==> config.mk <==
export PLATFORM = sky130hd
export DESIGN_NAME = ctr_csr_gate
export DESIGN_NICKNAME = d
export VERILOG_FILES = /design/src/rtl/ctr_gate_pkg.sv /design/src/rtl/ctr_sel_decode.sv /design/src/rtl/ctr_route_gate.sv /design/src/rtl/ctr_stateen_gate.sv /design/src/rtl/ctr_csr_gate.sv
export SDC_FILE = /design/constraint.sdc
export NUM_CORES = 1
export LEC_CHECK = 0
export ABC_AREA = 1
export BUFFER_PORTS_ARGS = -buffer_cell sky130_fd_sc_hd__buf_2
export CAP_MARGIN = 20
export CORE_AREA = 4 4 41 43
export DETAILED_ROUTE_END_ITERATION = 12
export DIE_AREA = 0 0 45 47
export PLACE_DENSITY = 0.31
export SLEW_MARGIN = 30
export SYNTH_ARGS = -nofsm -noshare
export SYNTH_HDL_FRONTEND = slang
export SYNTH_SLANG_ARGS = --single-unit
==> constraint.sdc <==
create_clock -name vclk -period 0.8
set_input_delay 0.12 -clock vclk [all_inputs]
set_output_delay 0.12 -clock vclk [all_outputs]
set_load 0.01 [all_outputs]
==> src/rtl/ctr_gate_pkg.sv <==
package ctr_gate_pkg;

    localparam int PRIV_W    = 2;
    localparam int SEL_W     = 3;
    localparam int VERDICT_W = 2;
    localparam int N_REGS    = 5;

    typedef enum logic [PRIV_W-1:0] {
        PRIV_U   = 2'b00,
        PRIV_S   = 2'b01,
        PRIV_RSV = 2'b10,
        PRIV_M   = 2'b11
    } priv_e;

    typedef enum logic [SEL_W-1:0] {
        SEL_M_CTL  = 3'd0,
        SEL_S_CTL  = 3'd1,
        SEL_DEPTH  = 3'd2,
        SEL_STATUS = 3'd3,
        SEL_VS_CTL = 3'd4,
        SEL_RSV5   = 3'd5,
        SEL_RSV6   = 3'd6,
        SEL_RSV7   = 3'd7
    } sel_e;

    typedef enum logic [VERDICT_W-1:0] {
        VERD_OK   = 2'b00,
        VERD_ILL  = 2'b01,
        VERD_VIRT = 2'b10,
        VERD_RSV  = 2'b11
    } verdict_e;

    typedef enum logic [1:0] {
        ROUTE_STATEEN = 2'b00,
        ROUTE_ILL     = 2'b01,
        ROUTE_VIRT    = 2'b10
    } route_e;

    typedef struct packed {
        logic m_ctl;
        logic s_ctl;
        logic s_depth;
        logic s_status;
        logic vs_ctl;
    } sel_class_t;

endpackage

==> src/rtl/ctr_sel_decode.sv <==
module ctr_sel_decode
    import ctr_gate_pkg::*;
(
    input  sel_e       sel_i,
    output sel_class_t cls_o
);

    always_comb begin
        cls_o = '0;
        case (sel_i)
            SEL_M_CTL:  cls_o.m_ctl    = 1'b1;
            SEL_S_CTL:  cls_o.s_ctl    = 1'b1;
            SEL_DEPTH:  cls_o.s_depth  = 1'b1;
            SEL_STATUS: cls_o.s_status = 1'b1;
            SEL_VS_CTL: cls_o.vs_ctl   = 1'b1;
            default:    cls_o          = '0;
        endcase
    end

endmodule

==> src/rtl/ctr_route_gate.sv <==
module ctr_route_gate
    import ctr_gate_pkg::*;
(
    input  priv_e      priv_i,
    input  logic       virt_i,
    input  sel_class_t cls_i,
    input  logic       has_m_ext_i,
    input  logic       has_s_ext_i,
    output route_e     route_o
);

    logic at_m;
    logic at_s_host;
    logic at_s_guest;
    logic sup_path;
    logic guest_path;
    logic any_sup_reg;

    always_comb begin
        at_m        = (priv_i == PRIV_M);
        at_s_host   = (priv_i == PRIV_S) && !virt_i;
        at_s_guest  = (priv_i == PRIV_S) && virt_i;
        sup_path    = (at_m && has_m_ext_i) || (at_s_host && has_s_ext_i);
        guest_path  = at_s_guest && has_s_ext_i;
        any_sup_reg = cls_i.s_ctl || cls_i.s_depth || cls_i.s_status || cls_i.vs_ctl;

        route_o = ROUTE_ILL;
        if (cls_i.m_ctl) begin
            route_o = (at_m && has_m_ext_i) ? ROUTE_STATEEN : ROUTE_ILL;
        end else if (cls_i.vs_ctl && guest_path) begin
            route_o = ROUTE_STATEEN;
        end else if (any_sup_reg) begin
            if (sup_path) begin
                route_o = ROUTE_STATEEN;
            end else if (guest_path) begin
                route_o = cls_i.s_status ? ROUTE_STATEEN : ROUTE_VIRT;
            end
        end
    end

endmodule

==> src/rtl/ctr_stateen_gate.sv <==
module ctr_stateen_gate
    import ctr_gate_pkg::*;
(
    input  priv_e    priv_i,
    input  logic     virt_i,
    input  logic     m_se_ctr_i,
    input  logic     h_se_ctr_i,
    output verdict_e se_o
);

    always_comb begin
        if (priv_i == PRIV_M) begin
            se_o = VERD_OK;
        end else if (!m_se_ctr_i) begin
            se_o = VERD_ILL;
        end else if (virt_i && !h_se_ctr_i) begin
            se_o = VERD_VIRT;
        end else begin
            se_o = VERD_OK;
        end
    end

endmodule

==> src/rtl/ctr_csr_gate.sv <==
module ctr_csr_gate
    import ctr_gate_pkg::*;
(
    input  logic [1:0] priv_i,
    input  logic       virt_i,
    input  logic [2:0] sel_i,
    input  logic       has_m_ext_i,
    input  logic       has_s_ext_i,
    input  logic       m_se_ctr_i,
    input  logic       h_se_ctr_i,
    output logic [1:0] verdict_o
);

    priv_e      priv;
    sel_e       sel;
    sel_class_t cls;
    route_e     route;
    verdict_e   se_verdict;
    verdict_e   verdict_d;

    assign priv = priv_e'(priv_i);
    assign sel  = sel_e'(sel_i);

    ctr_sel_decode u_decode (
        .sel_i (sel),
        .cls_o (cls)
    );

    ctr_route_gate u_route (
        .priv_i      (priv),
        .virt_i      (virt_i),
        .cls_i       (cls),
        .has_m_ext_i (has_m_ext_i),
        .has_s_ext_i (has_s_ext_i),
        .route_o     (route)
    );

    ctr_stateen_gate u_stateen (
        .priv_i     (priv),
        .virt_i     (virt_i),
        .m_se_ctr_i (m_se_ctr_i),
        .h_se_ctr_i (h_se_ctr_i),
        .se_o       (se_verdict)
    );

    always_comb begin
        case (route)
            ROUTE_STATEEN: verdict_d = se_verdict;
            ROUTE_VIRT:    verdict_d = VERD_VIRT;
            default:       verdict_d = VERD_ILL;
        endcase
    end

    assign verdict_o = verdict_d;

endmodule

==> results.toml <==
[run_status]
status = "finished with violations"
violations = "negative setup slack"

[global_route]
track_usage_pct = 3.62
grt_pass1_vias = 190
grt_overflow = 0
grt_pass1_wl_um = 627
grt_max_degree = 5
grt_antenna_before_repair = 0

[placement]
placed_area_um2 = 234
hpwl_um = 387
port_buffers = 12
dp_cells = 58
place_congestion = 0.672

[sta]
max_freq_ghz = 1.12
maxSlewHeadroom_pct = 90.5
timing.final.ws_setup_ns = -0.0905
setup_violations = 2
maxSlewViolCount = 0
worst_slew_pin_slew_ns = 0.142
hold_viol = 0
fin_crit_sh_pct = 111
period_minus_slack_ns = 0.890
rsz0062_at_grt = "true"

[yosys]
yosys_warnings = 0
synth.distinct_cells = 12
synth_cells = 30
synth.cell_area_um2 = 148
syn_area_per_cell_um2 = 4.92
syn-num-nets = 40
ys_seq_area_share_pct = 0

[worst_setup_path]
critPathLaunchType = "primary input"
crit_slowest_cell = "o21ai_4"
end_kind = "output port"
cpPeakStageDelay_ns = 0.16
critical_path_buf_inv_count = 2
crit_chain = "buf_6, o21ai_4, nand2_1, nand2_2, nand2_1, nand2_1, buf_2"
worstPathRequired_ns = 0.68
cp_common_cell = "nand2_1"
path_delay_family = "simple AND/OR/NAND/NOR gates"
cp_data_arrival_time_ns = 0.77
crit_type = "primary input to output port"
path_max_fanout = 3

[route]
wire_per_inst_um = 6.86
drt_wl_total_um = 398
drt-pass1-iter-count = 1
drt_iter0_markers = 0
vias = 209
postRouteAntennaNets = 0
drc = 0
vias_per_cell = 3.60

[finish]
drive_gt1_share_pct = 65.1
fillers = 168
area_delta_synth_final_pct = 94.9
clkbuf_count = 0
seq_cell_count = 0
design_area_um2 = 288
layout_common_cells = "nand2_1 (9), buf_2 (8), inv_2 (4)"
nNetsFinal = 55
final_common_cell = "nand2_1"
num_antenna_cells = 0
finalNonFillerCells = 58
final_util_pct = 22.1
regArea_um2 = 0

[power]
p_leak_nw = 0.144
ir_drop_v = 0.000136
pwr_density_cell_mw_per_mm2 = 415

[die]
ios = 12
initial_core_util_pct = 11.3
rows = 13
coreArea_mm2 = 0.00130
dieHeight_um = 47
die_w_um = 45
die-area_mm2 = 0.00212

[hold_path]
min_path_type = "primary input to output port"

[run]
cap_violations = 0

[clocking]
post_cts_buffers = 0
tightest hold or removal path, cell delays in order:
cell	delay (ns)
buf_8	0.08
nor2_4	0.04
nand3_2	0.06
o21ai_1	0.05
nand2_1	0.05
buf_2	0.12
metal layers:
metal	global-route usage [%]	part of all wire, %	vias up
li1	-	-	119
met1	4.04	37	83
met2	7.34	50	7
met3	0.766	12	0
met4	0	0	0
met5	0	0	-
synthesized netlist by cell type:
library cell / instances / area, µm²
nor3_1: 1 / 5.00
nand4_1: 1 / 6.26
nor2_2: 2 / 12.5
inv_2: 1 / 3.75
o21ai_2: 1 / 8.76
nand2_1: 11 / 41.3
nand3_2: 2 / 20.0
a21oi_2: 1 / 8.76
nand2_2: 1 / 6.26
inv_1: 4 / 15.0
nor2_1: 4 / 15.0
o21ai_1: 1 / 5.00
where the power goes:
| group | internal (mW) | total (mW) | leakage, nW | switching (mW) |
|---|---|---|---|---|
| Sequential | 0 | 0 | 0 | 0 |
| Clock | 0 | 0 | 0 | 0 |
| Combinational | 0.0608 | 0.119 | 0.144 | 0.0585 |
worst paths after layout:
kind,cells past startpoint,start,endpoint,slack (ns)
worst min-delay path,6,priv_i[1],verdict_o[0],0.64
worst max-delay path,7,sel_i[1],verdict_o[0],-0.09
final cells by class:
cell class | instances | area [µm²] | share of cell area [%]
Inverter | 5 | 18.8 | 6.52
Multi-Input combinational cell | 25 | 154 | 53.5
Timing Repair Buffer | 13 | 96.3 | 33.5
Tap cell | 15 | 18.8 | 6.52
metrics by stage:
stage                     worst slack, ns  TNS [ns]  hold slack, ns  total power, mW
after global placement             -0.163    -0.318           0.662           0.0929
after CTS                          -0.100    -0.199           0.655            0.120
after detailed placement           -0.153    -0.306           0.656           0.0914
after global routing               -0.158    -0.316           0.674            0.132
final                             -0.0905    -0.169           0.639            0.119
after floorplan                    0.0630         0           0.408           0.0467
cells by family after synthesis:
logic type / share of synthesized area, %
compound gates: 15.3
simple gates: 72.0
buf+inv: 12.7
what timing repair did:
item                       4_1_cts  5_1_grt
gates cloned                     0        0
resized for setup               16        1
hold buffers                     0        0
setup endpoints to repair        2        2
pin swaps                        5        1
Note: power is estimated with default switching activity, not from simulation.
